File: config.mk
export PLATFORM = sky130hd
export DESIGN_NAME = int_alu
export DESIGN_NICKNAME = d
export VERILOG_FILES = /design/src/rtl/int_alu.sv
export SDC_FILE = /design/constraint.sdc
export NUM_CORES = 1
export LEC_CHECK = 0
export BUFFER_PORTS_ARGS = -buffer_cell sky130_fd_sc_hd__clkbuf_2
export CAP_MARGIN = 10
export CELL_PAD_IN_SITES_DETAIL_PLACEMENT = 0
export CELL_PAD_IN_SITES_GLOBAL_PLACEMENT = 2
export CORE_MARGIN = 5
export CORE_UTILIZATION = 37
export CTS_BUF_LIST = sky130_fd_sc_hd__clkbuf_4 sky130_fd_sc_hd__clkbuf_8
export CTS_CLUSTER_SIZE = 16
export DETAILED_ROUTE_END_ITERATION = 8
export GPL_ROUTABILITY_DRIVEN = 0
export GPL_TIMING_DRIVEN = 1
export PLACE_DENSITY = 0.86
export SYNTH_ARGS = -nofsm -noshare
export SYNTH_HDL_FRONTEND = slang
export SYNTH_SLANG_ARGS = --single-unit
File: constraint.sdc
create_clock -name clk -period 7.2 [get_ports clk]
set_input_delay 0.72 -clock clk [delete_from_list [all_inputs] [get_ports clk]]
set_output_delay 0.72 -clock clk [all_outputs]
set_load 0.02 [all_outputs]
File: src/rtl/int_alu.sv
module int_alu #(
  parameter int WIDTH = 32
) (
  input  logic             clk,
  input  logic             rst_n,
  input  logic             start,
  input  logic [7:0]       opcode,
  input  logic [WIDTH-1:0] a,
  input  logic [WIDTH-1:0] b_reg,
  input  logic [7:0]       imm8,
  output logic             busy,
  output logic             done,
  output logic [WIDTH-1:0] result,
  output logic             flag_v,
  output logic             flag_n,
  output logic             flag_z
);
  localparam int CW = (WIDTH > 2) ? $clog2(WIDTH) : 1;
  localparam logic [CW-1:0] LAST = CW'(WIDTH - 1);
  localparam logic [WIDTH-1:0] MAXV = {1'b0, {(WIDTH-1){1'b1}}};
  localparam logic [WIDTH-1:0] MINV = {1'b1, {(WIDTH-1){1'b0}}};
  localparam logic [2*WIDTH-1:0] HALF = (2*WIDTH)'(1) << (WIDTH - 1);

  logic             quick, valid, iter_op;
  logic [2:0]       fn;
  logic [WIDTH-1:0] bimm, bop, ma, mb;

  assign quick   = opcode[4];
  assign fn      = opcode[2:0];
  assign valid   = (opcode[7:5] == 3'b000) &&
                   (quick ? (opcode[3:2] == 2'b00) : (opcode[3] == 1'b0));
  assign iter_op = valid && !fn[2] && fn[1];

  generate
    if (WIDTH > 8) begin : g_sx
      assign bimm = {{(WIDTH-8){imm8[7]}}, imm8};
    end else begin : g_tr
      assign bimm = imm8[WIDTH-1:0];
    end
  endgenerate

  assign bop = quick ? bimm : b_reg;
  assign ma  = a[WIDTH-1]   ? -a   : a;
  assign mb  = bop[WIDTH-1] ? -bop : bop;

  logic [WIDTH:0]   wide;
  logic [WIDTH-1:0] q_res;
  logic             q_v;

  always_comb begin
    wide  = '0;
    q_res = '0;
    q_v   = 1'b0;
    if (valid) begin
      case (fn)
        3'd0: begin
          wide  = {a[WIDTH-1], a} + {bop[WIDTH-1], bop};
          q_res = wide[WIDTH-1:0];
          q_v   = wide[WIDTH] != wide[WIDTH-1];
        end
        3'd1: begin
          wide  = {a[WIDTH-1], a} - {bop[WIDTH-1], bop};
          q_res = wide[WIDTH-1:0];
          q_v   = wide[WIDTH] != wide[WIDTH-1];
        end
        3'd4: q_res = a & bop;
        3'd5: q_res = a | bop;
        3'd6: q_res = a ^ bop;
        3'd7: q_res = a & ~bop;
        default: q_res = '0;
      endcase
    end
  end

  logic [2*WIDTH:0] acc, acc_n, shl;
  logic [WIDTH:0]   sum, diff;
  logic [WIDTH-1:0] m;
  logic [CW-1:0]    cnt;
  logic             is_div, neg, a_neg, b_zero;

  assign sum  = acc[2*WIDTH:WIDTH] + (acc[0] ? {1'b0, m} : '0);
  assign shl  = acc << 1;
  assign diff = shl[2*WIDTH:WIDTH] - {1'b0, m};

  always_comb begin
    if (!is_div)
      acc_n = {1'b0, sum, acc[WIDTH-1:1]};
    else if (shl[2*WIDTH:WIDTH] >= {1'b0, m})
      acc_n = {diff, shl[WIDTH-1:1], 1'b1};
    else
      acc_n = {shl[2*WIDTH:1], 1'b0};
  end

  logic [2*WIDTH-1:0] prod;
  logic [WIDTH-1:0]   quo, f_res;
  logic               f_v;

  assign prod = acc_n[2*WIDTH-1:0];
  assign quo  = acc_n[WIDTH-1:0];

  always_comb begin
    f_v   = 1'b0;
    f_res = '0;
    if (!is_div) begin
      if (neg && prod > HALF) begin
        f_v = 1'b1; f_res = MINV;
      end else if (!neg && prod >= HALF) begin
        f_v = 1'b1; f_res = MAXV;
      end else
        f_res = neg ? -prod[WIDTH-1:0] : prod[WIDTH-1:0];
    end else if (b_zero) begin
      f_v = 1'b1; f_res = a_neg ? MINV : MAXV;
    end else if (!neg && quo[WIDTH-1]) begin
      f_v = 1'b1; f_res = MAXV;
    end else
      f_res = neg ? -quo : quo;
  end

  always_ff @(posedge clk) begin
    if (!rst_n) begin
      busy   <= 1'b0;
      done   <= 1'b0;
      result <= '0;
      flag_v <= 1'b0;
      cnt    <= '0;
      acc    <= '0;
      m      <= '0;
      is_div <= 1'b0;
      neg    <= 1'b0;
      a_neg  <= 1'b0;
      b_zero <= 1'b0;
    end else begin
      done <= 1'b0;
      if (busy) begin
        acc <= acc_n;
        cnt <= cnt + 1'b1;
        if (cnt == LAST) begin
          busy   <= 1'b0;
          done   <= 1'b1;
          result <= f_res;
          flag_v <= f_v;
        end
      end else if (start) begin
        if (iter_op) begin
          busy   <= 1'b1;
          cnt    <= '0;
          is_div <= fn[0];
          neg    <= a[WIDTH-1] ^ bop[WIDTH-1];
          a_neg  <= a[WIDTH-1];
          b_zero <= (bop == '0);
          m      <= fn[0] ? mb : ma;
          acc    <= {{(WIDTH+1){1'b0}}, fn[0] ? ma : mb};
        end else begin
          done   <= 1'b1;
          result <= q_res;
          flag_v <= q_v;
        end
      end
    end
  end

  assign flag_n = result[WIDTH-1];
  assign flag_z = (result == '0);

  a_r7_busy_no_done: assert property (@(posedge clk) disable iff (!rst_n)
    busy |-> !done);
  a_r7_single_cycle: assert property (@(posedge clk) disable iff (!rst_n)
    (start && !busy && !iter_op) |=> (done && !busy));
  a_r8_busy_holds: assert property (@(posedge clk) disable iff (!rst_n)
    (busy && cnt != LAST) |=> (busy && !done));
  a_r2_logic_no_v: assert property (@(posedge clk) disable iff (!rst_n)
    (start && !busy && valid && !quick && fn[2]) |=> !flag_v);
  a_r4_saturated: assert property (@(posedge clk) disable iff (!rst_n)
    (done && flag_v && $past(busy)) |-> (result == MAXV || result == MINV));
endmodule

* Word level (Yosys, flattened, before mapping)
Cells that the tools add are included.
Word-level totals: flip-flop bits (word level) 141, output and inout port bits 37, word-level logic and storage cells 105
Operators by class: add/sub/neg operators 8, $lt $le $gt $ge 3, equality and inequality tests 10, multiplexer cells 47, bitwise logic cells 8, reductions and logical operators 18
Operators with widths (number):
- 2-to-1 mux 32 bit | 18
- 2-to-1 mux 65 bit | 5
- one-hot mux 32 bit (6 select lines) | 1
- negator 32 bit | 3
- AND 32 bit | 2
- >= comparator 64 x 32 -> 1 bit, second input constant | 1
- greater-than comparator 64 x 32 -> 1 bit, second input constant | 1
- zero test 32 bit | 2
- adder 32 x 32 -> 33 bit | 1
- adder 33 x 32 -> 33 bit | 1
- >= comparator 33 x 32 -> 1 bit | 1
- subtractor 32 x 32 -> 33 bit | 1
- subtractor 33 x 32 -> 33 bit | 1
- inverter 32 bit | 1
- bitwise OR 32 bit | 1
- bitwise XOR 32 bit | 1
- 2-to-1 mux 1 bit | 19
- 2-to-1 mux 5 bit | 3
- equality test 3 bit, second input constant | 4
- logical AND 1 bit | 6
- zero test 3 bit | 2
- AND reduction 3 bit | 2
- adder 5 x 1 -> 5 bit, second input constant | 1
- equality test 5 bit, second input constant | 1
- other kinds (11) | 15

* Logic depth before layout (Yosys ltp)
depth after elaboration 10, depth in mapped cells 23

* Worst setup path before layout
Ideal clock, no wire load.
kind input to register, start input port opcode[4], end register flag_v, library setup time 0.119 ns, arrival 5.354 ns, data required time 7.081 ns, slack 1.727 ns, stages on the path 19, path buffers 4, cells stage by stage clkbuf_1 > buf_1 > clkbuf_1 > mux2i_1 > ha_1 > clkbuf_1 > o21a_1 > o21ai_0 > a32o_1 > a2111oi_0 > o21ai_0 > o311ai_0 > a21oi_1 > nor2_1 > nor2_1 > o21ai_0 > xor2_1 > a211o_1 > o221a_2
On the way: word-level cells in the longest chain between the ends 8, elaborated cells on any way between the ends 16, those cells by class 2 x add/sub; 3 x eq/ne; 7 x mux; 4 x reduce/logical
Ends and longest elaborated chain:
- from (decl) | RTL line 7 | input logic [7:0] opcode,
- 2-to-1 mux 32 bit | RTL line 42 | assign bop = quick ? bimm : b_reg;
- subtractor 32 x 32 -> 33 bit / adder 32 x 32 -> 33 bit (equally long branches) | RTL line 62, 57
- inequality test 1 bit, on equally long branches | RTL line 64, 59
- one-hot mux 1 bit (2 select lines) | RTL line 55 | case (fn)
- 2-to-1 mux 1 bit | RTL line 54 | if (valid) begin
- 2-to-1 mux 1 bit | RTL line 144 | if (iter_op) begin
- 2-to-1 mux 1 bit | RTL line 143 | end else if (start) begin
- 2-to-1 mux 1 bit | RTL line 134 | if (busy) begin
- to (signal assigned) | RTL line 141 | flag_v <= f_v;
- to (signal assigned) | RTL line 156 | flag_v <= q_v;
- to (decl) | RTL line 14 | output logic flag_v,
Several ways; a longest one is shown, not always the timed one. The select of a mux whose other input is x is not followed. A chain may end at the register's enable or synchronous reset.

* Final worst setup path
start register acc[43], end register result[17]
On the way: word-level cells in the longest chain between the ends 10, elaborated cells on any way between the ends 18, those cells by class 3 x add/sub; 3 x order compare; 10 x mux; 2 x reduce/logical
Ends and longest elaborated chain:
- from (decl) | RTL line 75 | logic [2*WIDTH:0] acc, acc_n, shl;
- from (signal assigned) | RTL line 135 | acc <= acc_n;
- from (signal assigned) | RTL line 152 | acc <= {{(WIDTH+1){1'b0}}, fn[0] ? ma : mb};
- subtractor 33 x 32 -> 33 bit / >= comparator 33 x 32 -> 1 bit (equally long branches) | RTL line 83, 88
- 2-to-1 mux 65 bit | RTL line 88 | else if (shl[2*WIDTH:WIDTH] >= {1'b0, m})
- 2-to-1 mux 65 bit * | RTL line 86 | if (!is_div)
- >= comparator 64 x 32 -> 1 bit / negator 32 bit (equally long branches) | RTL line 107, 110, 116
- logical AND 1 bit / 2-to-1 mux 32 bit (equally long branches) | RTL line 107, 110, 116
- 2-to-1 mux 32 bit, on equally long branches | RTL line 107, 113
- 2-to-1 mux 32 bit, on equally long branches | RTL line 105, 111
- 2-to-1 mux 32 bit * | RTL line 104 | if (!is_div) begin
- 2-to-1 mux 32 bit * | RTL line 137 | if (cnt == LAST) begin
- 2-to-1 mux 32 bit * | RTL line 134
- to (signal assigned) | RTL line 140 | result <= f_res;
- to (signal assigned) | RTL line 155 | result <= q_res;
- to (decl) | RTL line 13 | output logic [WIDTH-1:0] result,
Mark *: on every way between the ends. The rest lies on a longest branch, timed or not. The select of a mux whose other input is x is not followed.

==> metrics.md <==
| Metric | Value |
|---|---|
| Via density | 6.30 |
| Final Non-Filler Cells | 3472 |
| Num Clock Sinks | 141 |
| Worst min path class | reg -> reg |
| DP Cell Count | 3441 |
| Final hold vios | 0 |
| Worst Path Required | 7670 ps |
| DR DRC count | 0 |
| Worst-path clk slew | 100 ps |
| CP Capture Type | register |
| H-Tree Depth | 4 |
| Pwr Density | 120 mW/mm² |
| Post-synth cell types | 99 |
| Crit path kind | reg -> reg |
| Pre-Repair DR Iteration Count | 9 |
| CP Max Fanout | 16 |
| FP Rows | 84 |
| Vias | 21900 |
| Max-cap violations | 0 |
| Starting density of the core | 0.372 |
| Critical path buffer and inverter count | 3 |
| Setup Fix Bufs, Post-CTS | 0 |
| Slew @ Worst Pin | 1190 ps |
| Overflow after GRT | 0 |
| CTS root buf | clkbuf_8 |
| Flops & latches, synth | 141 |
| Number of synthesized flops with an enable pin | 0 |
| Die width | 240 µm |
| Max IR drop VDD | 0.0000964 V |
| CTS buffer count | 17 |
| Async SR Flop Fraction | 0 |
| Sequential area share after synthesis | 0.145 |
| CP Cell Sequence | ha_1 -> a21oi_1 -> o21ai_0 -> a221o_1 -> o2111ai_2 -> buf_4 -> a31oi_1 -> inv_1 -> ha_1 -> and2_1 -> nand2_1 -> nor3_2 -> nand2_1 -> or4_1 -> a211o_1 -> o31ai_4 -> or2_1 -> buf_4 -> a211oi_2 -> nor2_1 |
| Antenna cells | 0 |
| Resized Gates After CTS | 0 |
| Synth warnings | 0 |
| Antenna Nets Post-Route | 0 |
| Vias in the first global route | 20900 |
| Initial antenna violation count | 0 |
| Yosys top cell area share | 0.145 |
| Setup violations, final | 0 |
| IO Port Bufs | 119 |
| Family with the most delay on the worst path | compound AO/OA/AOI/OAI gates |
| Period Utilization, post-route | 0.881 |
| Avg WL per Cell | 24.3 µm |
| Mapped Cells | 2785 |
| Worst Skew | 23.0 ps |
| Largest net degree at the start of global routing | 80 |
| Fmax | 0.158 GHz |
| Max Buffers Root-to-Sink | 2 |
| Core region area | 0.0524 mm² |
| Crit path largest cell delay | 670 ps |
| Gr usage total | 0.283 |
| Hold WS | 471 ps |
| Die height | 240 µm |
| Worst path arrival time | 6810 ps |
| Unrepaired setup endpoints after global routing | false |
| Synth Flop Type | dfxtp_1 |
| Dpl ws | 1070 ps |
| Ratio of cells with drive above 1 in the final layout | 0.102 |
| I/O pin count | 120 |
| Area Growth Syn to Fin | 7.47% |
| DP HPWL | 65600 µm |
| Clk_lat worst skew | 530 ps |
| Max transition margin | 0.208 |
| Most area-hungry cell type in the Yosys netlist | dfxtp_1 |
| First-pass GRT wire length | 128000 µm |
| Status | finished clean |
| Synth area leaders | dfxtp_1 14%, ha_1 11%, a21oi_1 6.3% |
| Detailed Route WL | 84400 µm |
| Mapped Area | 0.0195 mm² |
| Worst Setup Slack, final | 855 ps |
| Startpoint Class | register |
| Die area | 0.0575 mm² |
| Fillers | 5507 |
| CTS tree | built |
| Slowest cell on crit path | or2_1 |
| Nets | 3026 |
| Post-synth net total | 3039 |
| Placed inst area | 0.0205 mm² |
| P_leak | 0.00878 µW |
| Non-Filler Cell Area, Final | 0.0210 mm² |
| Setup TNS | 0 ps |
| # hold bufs at CTS | 0 |
| DR iter-0 viols | 2383 |
| Pins Over Slew Limit | 0 |
| Period minus WS final | 6350 ps |
| Avg Cell Area, Syn | 7.01 µm² |
| Post-synth top cells | 295 x nand2_1, 295 x nor2_1, 244 x a21oi_1, 167 x ha_1, 157 x o21ai_0 |
## final timing paths
| check | start | to | slack (ps) | cells after the start |
|---|---|---|---|---|
| max | acc[43]$_SDFFE_PN0P_ | result[17]$_SDFFE_PN0P_ | 850 | 20 |
| min reg2reg | m[29]$_SDFFE_PN0P_ | m[29]$_SDFFE_PN0P_ | 470 | 2 |
| min | m[29]$_SDFFE_PN0P_ | m[29]$_SDFFE_PN0P_ | 470 | 2 |
| max reg2reg | acc[43]$_SDFFE_PN0P_ | result[17]$_SDFFE_PN0P_ | 850 | 20 |
## sequential cells by signal, indices dropped and copies added, names as in the netlist
register,cells
acc,65
b_zero,1
m,32
neg,1
cnt,5
a_neg,1
result,32
busy,1
flag_v,1
done,1
is_div,1
## final cells by class
type / count / area (µm²) / area share
inverter: 155 / 583 / 0.0278
timing repair buffer: 160 / 918 / 0.0438
sequential: 141 / 2830 / 0.135
multi-input combinational: 2297 / 15400 / 0.732
clock inverter: 13 / 191 / 0.00912
clock buffer: 18 / 248 / 0.0118
tap: 688 / 861 / 0.0410
## routing by layer
metal  wire [µm]  vias to the layer above  part of all wire  track usage
met4        4760                        0             0.056        0.139
met5           0                        -                 0            0
met1       36300                    10500              0.43        0.377
li1            -                    10200                 -            -
met2       37600                      962              0.45        0.451
met3        5670                      184             0.067       0.0377
## tightest hold or removal path, delay by kind of cell, from the launching register on
kind            cells  cell delay (ps)
compound gates      1               50
flops               1              330
simple gates        1               50
## per-stage QoR
step | util | power, µW
5_1_grt | 0.400 | 2630
3_5_place_dp | 0.392 | 1760
3_3_place_gp | 0.392 | 1750
6_report | 0.400 | 2530
2_1_floorplan | - | 1450
4_1_cts | 0.400 | 2510
## where the power goes
group	leakage [µW]	internal [µW]	switching, µW
Combinational	0.00744	324	643
Clock	0.000200	385	374
Sequential	0.00114	788	11.5
## logic make-up (layout without fill, tap and decap cells)
group | count (synthesis) | count (layout) | share of synthesized area
flip-flops | 141 | 141 | 0.145
AND/OR/NAND/NOR | 956 | 956 | 0.229
AO/OA/AOI/OAI | 927 | 927 | 0.327
buffers and inverters | 347 | 346 | 0.0704
multiplexers | 92 | 92 | 0.0494
adder cells (fa/ha/maj) | 171 | 171 | 0.111
XOR/XNOR | 151 | 151 | 0.0677
## cells in the final DEF (no fill, tap or decap), drive strengths merged, types with 12 or more instances in the layout
cell,count
nand2b,19
nor2,297
ha,167
a211oi,39
or4,13
a222oi,35
xnor2,125
nand2,296
o221ai,28
o211ai,43
buf,43
and2,47
mux2i,60
a22oi,28
a31oi,39
dfxtp,141
or3,31
inv,155
xor2,26
nand3,66
nor4,24
a21oi,249
or2,14
o311a,18
o21ai,166
nor3,66
o31ai,44
a21o,42
o21bai,20
and3,15
nand4,27
o32ai,14
nor2b,16
mux2,32
clkbuf,135
o41ai,12
o21a,18
No activity file was read; power rests on OpenSTA's default activity.
